$ cat config.mk
export PLATFORM = sky130hd
export DESIGN_NAME = memmap_decoder
export DESIGN_NICKNAME = d
export VERILOG_FILES = /design/src/rtl/memmap_pkg.sv /design/src/rtl/memmap_page_regs.sv /design/src/rtl/memmap_window.sv /design/src/rtl/memmap_arbiter.sv /design/src/rtl/memmap_decoder.sv
export SDC_FILE = /design/constraint.sdc
export NUM_CORES = 1
export LEC_CHECK = 0
export BUFFER_PORTS_ARGS = -buffer_cell sky130_fd_sc_hd__buf_2
export CORE_MARGIN = 4
export CORE_UTILIZATION = 35
export DETAILED_ROUTE_END_ITERATION = 10
export PLACE_DENSITY = 0.64
export SLEW_MARGIN = 20
export SYNTH_ARGS = -nofsm -noshare
export SYNTH_HDL_FRONTEND = slang
export SYNTH_SLANG_ARGS = --single-unit
$ cat constraint.sdc
create_clock -name clk -period 10.7 [get_ports clk]
set_input_delay 1.605 -clock clk [delete_from_list [all_inputs] [get_ports clk]]
set_output_delay 1.605 -clock clk [all_outputs]
set_load 0.005 [all_outputs]
$ cat src/rtl/memmap_pkg.sv
package memmap_pkg;

  localparam int ADDR_W  = 16;
  localparam int PAGE_W  = 4;
  localparam int LOW_W   = ADDR_W - PAGE_W;

  localparam int REG_BYTES  = 128;
  localparam int RAM_BYTES  = 2048;
  localparam int EE_START   = 'hD00;
  localparam int BOOT_BLOCK = 'hBE00;
  localparam int BOOT_FIRST = 'hBE40;
  localparam int BOOT_LAST  = 'hBFFF;
  localparam int ROM_HI_LO  = 'h4000;
  localparam int ROM_LO_HI  = 'hBFFF;

  typedef enum logic [1:0] {
    MODE_SINGLE = 2'b00,
    MODE_EXPAND = 2'b01,
    MODE_BOOT   = 2'b10,
    MODE_TEST   = 2'b11
  } op_mode_e;

  localparam int NSEL     = 6;
  localparam int SEL_REG  = 0;
  localparam int SEL_RAM  = 1;
  localparam int SEL_BOOT = 2;
  localparam int SEL_EE   = 3;
  localparam int SEL_ROM  = 4;
  localparam int SEL_EXT  = 5;

  // Candidate windows, listed in priority order (lowest index wins)
  localparam int NWIN     = 6;
  localparam int WIN_REG  = 0;
  localparam int WIN_RAM  = 1;
  localparam int WIN_RAMX = 2;
  localparam int WIN_BOOT = 3;
  localparam int WIN_EE   = 4;
  localparam int WIN_ROM  = 5;

  function automatic int win_to_sel(input int w);
    case (w)
      WIN_REG:  return SEL_REG;
      WIN_RAM,
      WIN_RAMX: return SEL_RAM;
      WIN_BOOT: return SEL_BOOT;
      WIN_EE:   return SEL_EE;
      default:  return SEL_ROM;
    endcase
  endfunction

endpackage

$ cat src/rtl/memmap_page_regs.sv
module memmap_page_regs
  import memmap_pkg::*;
#(
  parameter int PW    = PAGE_W,
  parameter int SYNC  = 2
) (
  input  logic            clk,
  input  logic            rst_n,
  input  logic            map_wr,
  input  logic [2*PW-1:0] map_wdata,
  input  logic            ee_wr,
  input  logic [PW-1:0]   ee_wdata,
  output logic [PW-1:0]   ram_pg,
  output logic [PW-1:0]   reg_pg,
  output logic [PW-1:0]   ee_pg,
  output logic            wr_ok
);

  logic [SYNC-1:0] rst_sync_q;
  logic [SYNC-1:0] rst_sync_d;
  logic [PW-1:0]   ram_pg_d, reg_pg_d, ee_pg_d;
  logic            map_en, ee_en;

  // reset release is brought onto the clock before writes are honoured
  always_comb rst_sync_d = {rst_sync_q[SYNC-2:0], 1'b1};

  always_ff @(posedge clk or negedge rst_n) begin
    if (!rst_n) rst_sync_q <= '0;
    else        rst_sync_q <= rst_sync_d;
  end

  assign wr_ok  = rst_sync_q[SYNC-1];
  assign map_en = map_wr & wr_ok;
  assign ee_en  = ee_wr  & wr_ok;

  always_comb begin
    ram_pg_d = ram_pg;
    reg_pg_d = reg_pg;
    ee_pg_d  = ee_pg;
    if (map_en) begin
      ram_pg_d = map_wdata[2*PW-1:PW];
      reg_pg_d = map_wdata[PW-1:0];
    end
    if (ee_en) ee_pg_d = ee_wdata;
  end

  always_ff @(posedge clk or negedge rst_n) begin
    if (!rst_n) begin
      ram_pg <= '0;
      reg_pg <= '0;
      ee_pg  <= '0;
    end else begin
      ram_pg <= ram_pg_d;
      reg_pg <= reg_pg_d;
      ee_pg  <= ee_pg_d;
    end
  end

endmodule

$ cat src/rtl/memmap_window.sv
module memmap_window
  import memmap_pkg::*;
#(
  parameter int AW = ADDR_W
) (
  input  logic          en,
  input  logic [AW-1:0] addr,
  input  logic [AW-1:0] first,
  input  logic [AW-1:0] last,
  input  logic [AW-1:0] origin,
  output logic          hit,
  output logic [AW-1:0] ofs
);

  assign hit = en && (addr >= first) && (addr <= last);
  assign ofs = addr - origin;

endmodule

$ cat src/rtl/memmap_arbiter.sv
module memmap_arbiter
  import memmap_pkg::*;
#(
  parameter int AW = ADDR_W,
  parameter int NW = NWIN,
  parameter int NS = NSEL
) (
  input  logic [NW-1:0]         hit,
  input  logic [NW-1:0][AW-1:0] win_ofs,
  input  logic                  ext_ok,
  input  logic [AW-1:0]         addr,
  output logic [NS-1:0]         sel,
  output logic                  unmapped,
  output logic [AW-1:0]         offset
);

  always_comb begin
    logic taken;
    taken    = 1'b0;
    sel      = '0;
    offset   = '0;
    unmapped = 1'b0;
    for (int w = 0; w < NW; w++) begin
      if (!taken && hit[w]) begin
        taken                = 1'b1;
        sel[win_to_sel(w)]   = 1'b1;
        offset               = win_ofs[w];
      end
    end
    if (!taken) begin
      if (ext_ok) begin
        sel[SEL_EXT] = 1'b1;
        offset       = addr;
      end else begin
        unmapped = 1'b1;
      end
    end
  end

endmodule

$ cat src/rtl/memmap_decoder.sv
module memmap_decoder
  import memmap_pkg::*;
#(
  parameter int AW = ADDR_W,
  parameter int PW = PAGE_W,
  parameter int NS = NSEL
) (
  input  logic            clk,
  input  logic            rst_n,
  input  logic            map_wr,
  input  logic [2*PW-1:0] map_wdata,
  input  logic            ee_wr,
  input  logic [PW-1:0]   ee_wdata,
  input  logic            cfg_ee_en,
  input  logic            cfg_rom_on,
  input  logic            cfg_rom_hi,
  input  logic [1:0]      mode,
  input  logic [AW-1:0]   addr,
  output logic [NS-1:0]   sel,
  output logic            unmapped,
  output logic [AW-1:0]   offset
);

  localparam int LW = AW - PW;

  op_mode_e           op_mode;
  logic [PW-1:0]      ram_pg, reg_pg, ee_pg;
  logic               wr_ok;
  logic               shared_pg;
  logic [NWIN-1:0]    w_en, w_hit;
  logic [NWIN-1:0][AW-1:0] w_first, w_last, w_origin, w_ofs;

  assign op_mode = op_mode_e'(mode);

  memmap_page_regs #(.PW(PW)) u_pages (
    .clk       (clk),
    .rst_n     (rst_n),
    .map_wr    (map_wr),
    .map_wdata (map_wdata),
    .ee_wr     (ee_wr),
    .ee_wdata  (ee_wdata),
    .ram_pg    (ram_pg),
    .reg_pg    (reg_pg),
    .ee_pg     (ee_pg),
    .wr_ok     (wr_ok)
  );

  assign shared_pg = (ram_pg == reg_pg);

  // Window geometry, one entry per candidate in priority order
  always_comb begin
    w_en[WIN_REG]     = 1'b1;
    w_first[WIN_REG]  = {reg_pg, LW'(0)};
    w_last[WIN_REG]   = {reg_pg, LW'(REG_BYTES - 1)};
    w_origin[WIN_REG] = {reg_pg, LW'(0)};

    w_en[WIN_RAM]     = 1'b1;
    w_first[WIN_RAM]  = shared_pg ? {ram_pg, LW'(REG_BYTES)} : {ram_pg, LW'(0)};
    w_last[WIN_RAM]   = {ram_pg, LW'(RAM_BYTES - 1)};
    w_origin[WIN_RAM] = {ram_pg, LW'(0)};

    w_en[WIN_RAMX]     = shared_pg;
    w_first[WIN_RAMX]  = {ram_pg, LW'(RAM_BYTES)};
    w_last[WIN_RAMX]   = {ram_pg, LW'(RAM_BYTES + REG_BYTES - 1)};
    w_origin[WIN_RAMX] = {ram_pg, LW'(RAM_BYTES)};

    w_en[WIN_BOOT]     = (op_mode == MODE_BOOT);
    w_first[WIN_BOOT]  = AW'(BOOT_FIRST);
    w_last[WIN_BOOT]   = AW'(BOOT_LAST);
    w_origin[WIN_BOOT] = AW'(BOOT_BLOCK);

    w_en[WIN_EE]     = cfg_ee_en;
    w_first[WIN_EE]  = {ee_pg, LW'(EE_START)};
    w_last[WIN_EE]   = {ee_pg, {LW{1'b1}}};
    w_origin[WIN_EE] = {ee_pg, LW'(EE_START)};

    w_en[WIN_ROM]     = cfg_rom_on && (op_mode != MODE_TEST);
    w_first[WIN_ROM]  = cfg_rom_hi ? AW'(ROM_HI_LO) : '0;
    w_last[WIN_ROM]   = cfg_rom_hi ? {AW{1'b1}} : AW'(ROM_LO_HI);
    w_origin[WIN_ROM] = w_first[WIN_ROM];
  end

  for (genvar g = 0; g < NWIN; g++) begin : g_win
    memmap_window #(.AW(AW)) u_win (
      .en     (w_en[g]),
      .addr   (addr),
      .first  (w_first[g]),
      .last   (w_last[g]),
      .origin (w_origin[g]),
      .hit    (w_hit[g]),
      .ofs    (w_ofs[g])
    );
  end

  memmap_arbiter #(.AW(AW), .NW(NWIN), .NS(NS)) u_arb (
    .hit      (w_hit),
    .win_ofs  (w_ofs),
    .ext_ok   ((op_mode == MODE_EXPAND) || (op_mode == MODE_TEST)),
    .addr     (addr),
    .sel      (sel),
    .unmapped (unmapped),
    .offset   (offset)
  );

endmodule

=== Yosys cells after proc, flatten, opt, wreduce, memory -nomap -nowiden ===
Index checks and enable logic that the tools add are counted.

* Register bits after elaboration: 14
* Output and inout bits: 23

* Add/sub/neg operators: 6
* Order comparisons: 24
* Equality and inequality tests: 5
* Mux-type cells: 45
* Bitwise logic cells: 7
* Reductions and logical operators: 28

{| class="wikitable"
|+ Operators by type and width
! kind !! number
|-
| >= comparator 32 x 1 -> 1 bit, second input constant || 6
|-
| < comparator 32 x 5 -> 1 bit, second input constant || 6
|-
| 2-to-1 mux 32 bit || 6
|-
| 2-to-1 mux 16 bit || 8
|-
| <= comparator 16 bit || 5
|-
| >= comparator 16 bit || 4
|-
| subtractor 16 bit || 4
|-
| 2-to-1 mux 6 bit || 6
|-
| 2-to-1 mux 15 bit || 2
|-
| bitwise OR 6 bit || 5
|-
| logical AND 1 bit || 22
|-
| demux 1 bit (select 3 bit) || 6
|-
| >= comparator 16 x 15 -> 1 bit || 1
|-
| >= comparator 16 bit, second input constant || 1
|-
| <= comparator 16 bit, second input constant || 1
|-
| 2-to-1 mux 1 bit || 16
|-
| subtractor 16 x 15 -> 16 bit || 1
|-
| subtractor 16 bit, second input constant || 1
|-
| 2-to-1 mux 8 bit || 1
|-
| zero test 1 bit || 5
|-
| == test 2 bit, second input constant || 2
|-
| == test 4 bit || 1
|-
| bitwise AND 1 bit || 2
|-
| == test 2 x 1 -> 1 bit, second input constant || 1
|-
| 2 further kinds || 2
|}

=== Logic depth before layout (Yosys ltp) ===
Gate-level depths: netlist of run 1.

* Depth in word-level cells: 26
* Gate-level depth with buffers: 13

=== Hierarchy ===
Synthesis of run 1 repeated with hierarchy kept, for this count alone.

* Cell total of the unflattened synthesis: 1496
* Area total of the unflattened synthesis: 10995.5 um^2

{| class="wikitable"
|+ By module, submodules not included
! module !! times used !! cells an instance !! area an instance (um^2)
|-
| memmap_window (g_win[0].u_win ...) || 5 || 218 || 1562.7
|-
| memmap_window (g_win[5].u_win) || 1 || 216 || 1560.2
|-
| memmap_arbiter || 1 || 151 || 1049.8
|-
| memmap_page_regs || 1 || 29 || 499.2
|-
| memmap_decoder || 1 || 10 || 72.6
|}

=== Worst setup path before layout of run 1 ===
OpenSTA, ideal clock, no wires.

* Path kind: input to output
* Start point: input port addr[9]
* End point: output port offset[1]
* Arrival time: 4.054 ns
* Setup slack: 5.041 ns
* Stages on the path: 11
* Path buffers: 2
* Cells stage by stage: inv_1 > ha_1 > or3b_1 > or4_1 > a211oi_2 > a21o_2 > and4b_1 > buf_6 > and3b_1 > buf_6 > nor2b_2

* Cells in the longest elaborated chain, start to end: 20
* Elaborated cells on any way between the ends: 46
* Classes of those cells: order compare (12); mux (14); reduce/logical (20)

{| class="wikitable"
|+ RTL lines
! element !! RTL line !! source
|-
| from (decl) || memmap_decoder.sv:18 || <nowiki>input logic [AW-1:0] addr,</nowiki>
|-
| >= comparator 16 bit / <= comparator 16 bit (equally long branches) || memmap_window.sv:15 || <nowiki>assign hit = en && (addr >= first) && (addr <= last);</nowiki>
|-
| logical AND 1 bit || memmap_window.sv:15 ||
|-
| 2-to-1 mux 1 bit || memmap_arbiter.sv:24 || <nowiki>if (!taken && hit[w]) begin</nowiki>
|-
| zero test 1 bit || memmap_arbiter.sv:24 ||
|-
| logical AND 1 bit || memmap_arbiter.sv:24 ||
|-
| 2-to-1 mux 1 bit || memmap_arbiter.sv:24 ||
|-
| zero test 1 bit || memmap_arbiter.sv:24 ||
|-
| logical AND 1 bit || memmap_arbiter.sv:24 ||
|-
| [... 4 more ...] || -- ||
|-
| zero test 1 bit || memmap_arbiter.sv:24 ||
|-
| logical AND 1 bit || memmap_arbiter.sv:24 ||
|-
| 2-to-1 mux 1 bit || memmap_arbiter.sv:24 ||
|-
| zero test 1 bit || memmap_arbiter.sv:24 ||
|-
| logical AND 1 bit || memmap_arbiter.sv:24 ||
|-
| 2-to-1 mux 16 bit || memmap_arbiter.sv:24 ||
|-
| 2-to-1 mux 16 bit || memmap_arbiter.sv:31 || <nowiki>if (ext_ok) begin</nowiki>
|-
| 2-to-1 mux 16 bit (*) || memmap_arbiter.sv:30 || <nowiki>if (!taken) begin</nowiki>
|-
| to (decl) || memmap_decoder.sv:21 || <nowiki>output logic [AW-1:0] offset</nowiki>
|}

Every way passes the cells marked *; elsewhere a longest branch is shown, timed or not.

=== Worst setup path in the final report of run 1 ===
* Start point: input port addr[9]
* End point: output port offset[15]

The elaborated chain is that of the path after synthesis.

==> results of run 1 <==
==> synthesized netlist by cell type (6+ instances only) <==
library cell and instances:
a21oi_1 16, dfrtp_1 14, ha_1 27, inv_1 24, mux2_2 13, nand2_1 22
nand3_1 10, nand4_1 8, nor2_1 13, nor2b_2 6, nor3_1 8, nor4_1 7
o21ai_0 7, xnor2_1 10
==> per-stage QoR <==
step                setup WS, ns  hold WS [ns]  area, µm²   util
floorplan                   5.04         0.331       2130      -
global placement            4.37         0.333       2470  0.418
detailed placement          4.31         0.349       2470  0.418
CTS                         4.31         0.353       2530  0.427
global route                4.11         0.362       2530  0.427
finish                      4.31         0.350       2530  0.427
==> worst max-delay path, delay by kind of cell <==
family | cells | cell delay (ns)
adders and majority gates | 1 | 0.27
and+or+nand+nor | 3 | 1.42
buffers and inverters | 3 | 0.48
AOI/OAI and AO/OA | 3 | 0.62
muxes | 1 | 0.39
==> sequential cells by signal, summed over array words and instances (netlist names) <==
name,count
u_pages.rst_sync_q,2
u_pages.ee_pg,4
u_pages.reg_pg,4
u_pages.ram_pg,4
==> cells by family after synthesis <==
group | count (synthesis) | share of synthesized area
simple gates | 99 | 0.259
fa+ha+maj | 30 | 0.187
other cells | 1 | 0.00176
compound gates | 55 | 0.184
mux | 15 | 0.0781
xor+xnor | 15 | 0.0617
buf+inv | 30 | 0.0640
flops | 14 | 0.165
==> cell usage in the layout (no fill, tap or decap), types with 8 or more instances in the layout <==
| master | netlist | layout |
|---|---|---|
| nand4_1 | 8 | 8 |
| a21oi_1 | 16 | 16 |
| ha_1 | 27 | 27 |
| buf_2 | 1 | 59 |
| nand2_1 | 22 | 22 |
| dfrtp_1 | 14 | 14 |
| nand3_1 | 10 | 10 |
| xnor2_1 | 10 | 10 |
| nor2_1 | 13 | 13 |
| mux2_2 | 13 | 13 |
| inv_1 | 24 | 24 |
| nor3_1 | 8 | 8 |
==> per-layer routing <==
metal	GRT usage	routed length, µm
met1	0.210	2720
met2	0.294	2870
met3	0.0192	432
met4	0.0259	21
met5	0	0
==> power breakdown <==
group | internal [W] | switching, W | leakage (nW) | total [W]
sequential | 0.0000601 | 0.00000661 | 0.164 | 0.0000667
combinational | 0.0000684 | 0.0000837 | 1.02 | 0.000152
clock | 0.0000325 | 0.0000173 | 0.0288 | 0.0000498
==> final timing paths <==
check | to | slack (ns) | cells after the start
max | offset[15] | 4.31 | 11
min | u_pages.rst_sync_q[1] | 0.35 | 0
max reg2reg | u_pages.reg_pg[1] | 9.53 | 2
min reg2reg | u_pages.rst_sync_q[1] | 0.35 | 0
max in group asynchronous | u_pages.reg_pg[1] | 9.23 | 1
min in group asynchronous | u_pages.ee_pg[2] | 1.24 | 1
==> final cells by class <==
cell class	count	area [µm²]
Clock buffer	4	55.1
Tap cell	75	93.8
Fill cell	602	3390
Timing Repair Buffer	59	295
Sequential cell	14	350
Inverter	24	90.1
Multi-Input combinational cell	215	1640
==> reports/qor.csv, run 1 <==
metric;value;unit
outcome;finished, final reports clean;
syn-cell-area;0.00213;mm²
reg2reg_from;u_pages.rst_sync_q[1];
cap_viol_max_count;0;
initial_core_util;0.360;
max_stage_delay;0.52;ns
ctsHoldBuffers;0;
area_delta_synth_final;18.7;%
grt_pass1_vias;2059;
crit_top_cell;buf_2;
dr_total_vias;2079;
synth_ff_type;dfrtp_1;
fin_skew;0.000336;ns
power_density;106;mW/mm²
vias_per_cell;5.32;
cts_buffers;3;
cp.arrival;4.78;ns
min_period;6.39;ns
fin_crit_sh;0.597;
num_rows;28;
wl_per_cell;15.5;µm
peakVddDrop;73.0;µV
fmaxAchievable;0.157;GHz
die_x;86;µm
min_from;u_pages.rst_sync_q[0];
netlist.area_leader.share;0.165;
critPathLaunchType;input pin;
die_h;86;µm
cts_tree;done;
path_max_fanout;14;
setup_viol;0;
worst_ep_required_time;9.10;ns
final_cell_count_no_fill;391;
synth-seq-cells;14;
synth_seq_area_share;0.165;
post_cts_buffers;0;
synth_area_per_cell;8.22;µm²
ant_nets;0;
firstDrtPassIters;4;
core-area;0.00592;mm²
grt.overflow.total;0;
grt_antenna_before_repair;0;
path_class;input pin to primary output;
layout-drive-gt1-share;0.288;
groute.usage.overall;0.163;
synth_cells;259;
drc;0;
slew_violations;0;
grt_pass1_wl;9880;µm
routabilityCongestion;0.921;
wl;6050;µm
hold_viol;0;
dp_hpwl;5230;µm
path_clk_slew;0.05;ns
diodes;0;
worst_pin_slew;0.711;ns
end_kind;primary output;
synthesis.nets;326;
io_pins;60;
final.setup.tns;0;ns
htreeDepth;1;
synthTopCellsByArea;dfrtp_1 16%, ha_1 16%, mux2_2 6.9%;
drt_iter0_drc;190;
yosys.area.top_type;dfrtp_1;
ys_types;58;
p_total;0.000269;W
max_slew_margin;0.521;
async_flop_share;1.00;
yosysWarnings;0;
ctsResizeCount;0;
grt_start_max_net_pins;15;
port_buffers;59;
die_area;0.00740;mm²
worstPathCellList;buf_2 > inv_1 > ha_1 > or3b_1 > or4_1 > a211oi_2 > and2_1 > mux2_2 > a211oi_1 > o211ai_1 > buf_2;
dp.cells;387;
final_nets;384;
synth-edff-count;0;
rsz0062_at_grt;false;
cp_slowest_cell;or4_1;
clockBufferDepth;2;
clock_sinks;14;
insertion_delay;0.24;ns
hp-class;register to register;
cts-root-buf;clkbuf_8;
crit_path_start;addr[9];
leakage;1.21;nW
(Power assumes the default switching activity.)
==> run 2, diff against run 1 <==
--- a/config.mk
+++ b/config.mk
@@ -5,11 +5,12 @@
 export SDC_FILE = /design/constraint.sdc
 export NUM_CORES = 1
 export LEC_CHECK = 0
+export ABC_AREA = 1
 export BUFFER_PORTS_ARGS = -buffer_cell sky130_fd_sc_hd__buf_2
 export CORE_MARGIN = 4
 export CORE_UTILIZATION = 35
 export DETAILED_ROUTE_END_ITERATION = 10
-export PLACE_DENSITY = 0.64
+export PLACE_DENSITY = 0.63
 export SLEW_MARGIN = 20
 export SYNTH_ARGS = -nofsm -noshare
 export SYNTH_HDL_FRONTEND = slang
==> constraint.sdc (replaced) <==
create_clock -name clk -period 6.1 [get_ports clk]
set_input_delay 0.915 -clock clk [delete_from_list [all_inputs] [get_ports clk]]
set_output_delay 0.915 -clock clk [all_outputs]
set_load 0.005 [all_outputs]
==> run 2 against run 1 <==
  * Synthesized area rose by 16%
  * Register-to-register slack got worse by 4.4 ns
  * Sequential cell count did not move
  * Final cell count rose by 43%
  * Largest cell class unchanged
  * First-iteration DRC count shrank 5.3%
==> reports/qor.csv, run 2 <==
metric;value;unit
outcome;finished, final reports clean;
area_delta_synth_final;17.7;%
hp-class;register to register;
r2r_cells;3;
drc;0;
ctsResizeCount;0;
slew_violations;0;
fmaxAchievable;0.240;GHz
post-place-ws;1.93;ns
fin_crit_sh;0.682;
die_x;91.9;µm
final_nets;531;
htreeDepth;1;
io_pins;60;
fin_skew;0.000539;ns
grt_pass1_wl;11600;µm
synthesis.nets;471;
die_area;0.00844;mm²
clock_sinks;14;
cp.arrival;3.24;ns
synthTopCellsByArea;nand2_1 15%, dfrtp_1 14%, ha_1 14%;
vias_per_cell;4.69;
reg.largest.list;u_pages.ee_pg: 4 flops, u_pages.ram_pg: 4 flops, u_pages.reg_pg: 4 flops;
synth_ff_type;dfrtp_1;
grt_antenna_before_repair;0;
yosys.area.top_type;nand2_1;
min_period;4.16;ns
yosysWarnings;0;
dp_hpwl;5930;µm
die_h;91.9;µm
layout-drive-gt1-share;0.197;
syn-cell-area;0.00246;mm²
hold_end;u_pages.rst_sync_q[1];
fin_ws;1.94;ns
pwr-share-seq;0.202;
num_rows;30;
firstDrtPassIters;4;
path_class;input pin to primary output;
yosysMostFrequentCell;nand2_1;
regToRegSetupSlack;5.08;ns
wl;6910;µm
reg2reg_from;u_pages.rst_sync_q[1];
netlist.area_leader.share;0.154;
cts-root-buf;clkbuf_8;
routabilityCongestion;0.987;
wl_per_cell;12.4;µm
grt_start_max_net_pins;17;
final.setup.tns;0;ns
path_max_fanout;7;
synth_cells;404;
synth-seq-cells;14;
leakage;1.68;nW
pwr-share-comb;0.638;
power_density;186;mW/mm²
netSwitchingPower;0.000251;W
clockBufferDepth;2;
r2r_end;u_pages.ram_pg[3];
worstPathCellList;buf_2 > inv_1 > ha_1 > ha_1 > nand2_1 > nor3_1 > nand2_1 > nand2_1 > nand2_1 > nor2_4 > nor2_8 > nand2_4 > nor2_4 > inv_2 > nand2_1 > nor2_1 > nor2_1 > nand2_1 > buf_2;
min_from;u_pages.rst_sync_q[0];
internal_power;0.000289;W
end_kind;primary output;
critPathLaunchType;input pin;
rsz0062_at_grt;false;
core-area;0.00679;mm²
synth_common_cells;101 x nand2_1, 63 x inv_1, 63 x nor2_1;
swShare;0.464;
cp_slowest_cell;ha_1;
final_common_cell;nand2_1;
groute.usage.overall;0.165;
synth-edff-count;0;
synth_area_per_cell;6.09;µm²
ctsHoldBuffers;0;
cap_viol_max_count;0;
post_cts_buffers;0;
async_flop_share;1.00;
cts_buffers;3;
max_stage_delay;0.38;ns
hold_viol;0;
final_cell_mix;101 x nand2_1, 63 x inv_1, 63 x nor2_1, 59 x buf_2, 30 x nand3_1;
port_buffers;59;
dr_total_vias;2624;
path_clk_slew;0.05;ns
worst_ep_required_time;5.18;ns
diodes;0;
synth_seq_area_share;0.142;
crit_top_cell;nand2_1;
drt_iter0_drc;180;
ys_types;36;
pwr-share-clk;0.160;
peakVddDrop;153;µV
insertion_delay;0.24;ns
grt.overflow.total;0;
initial_core_util;0.362;
holdPathStages;0;
setup_viol;0;
ant_nets;0;
cts_tree;done;
grt_pass1_vias;2501;
run 2: cell count changes in the layout (fill, tap and decap cells not counted), moves of 7 or more:
cell / change
nor2_1: +50
nand3_1: +20
mux2_2: -13
a21oi_1: +9
xnor2_1: -7
nand2_1: +79
inv_1: +39
run 2: cell families after synthesis:
logic type / after synthesis / share of synthesized area
and+or+nand+nor: 234 / 0.438
buffers and inverters: 72 / 0.117
AOI/OAI and AO/OA: 40 / 0.0930
adders and majority gates: 30 / 0.162
DFF: 14 / 0.142
xor gates and xnor gates: 13 / 0.0463
other: 1 / 0.00152
run 2: how the worst max path moves through the flow:
stage / slack (ns) / startpoint / end / cells past startpoint
floorplan: 2.50 / addr[12] / offset[15] / 15
global placement: 1.99 / addr[12] / offset[5] / 16
detailed placement: 1.93 / addr[12] / offset[5] / 16
CTS: 1.92 / addr[12] / offset[5] / 16
global route: 1.70 / addr[15] / offset[7] / 15
finish: 1.94 / addr[12] / offset[11] / 19
run 2: area by class of cell:
type	instances	area, µm²
fill	752	3900
multi-input combinational	318	1820
sequential	14	350
timing repair buffer	59	295
inverter	68	255
tap	96	120
clock buffer	4	55.1
run 2: critical path, delay by kind of cell:
kind | cells | cell delay (ns)
fa+ha+maj | 2 | 0.54
buf+inv | 4 | 0.53
simple gates | 13 | 1.25
run 2: power groups by stage:
stage	registers, W	clock network (W)	logic, W
global route	0.000110	0.0000931	0.000390
CTS	0.000109	0.0000896	0.000345
global placement	0.000110	0	0.000343
finish	0.000109	0.0000865	0.000344
floorplan	0.000109	0	0.000242
detailed placement	0.000111	0	0.000344
run 2: through the flow:
stage | area, µm² | util | cells | total power [W] | hold slack (ns)
after global placement | 2840 | 0.418 | 555 | 0.000453 | 0.347
after detailed placement | 2840 | 0.418 | 555 | 0.000455 | 0.338
final | 2900 | 0.427 | 559 | 0.000539 | 0.358
after global routing | 2900 | 0.427 | 559 | 0.000593 | 0.369
after floorplan | 2460 | - | 404 | 0.000351 | 0.331
after CTS | 2900 | 0.427 | 559 | 0.000544 | 0.360
run 2: layer usage:
layer,global-route usage,part of all wire,up-vias
li1,-,-,1382
met1,0.227,0.49,1150
met2,0.277,0.44,84
met3,0.0156,0.060,8
met4,0.0396,0.015,0
met5,0,0,-
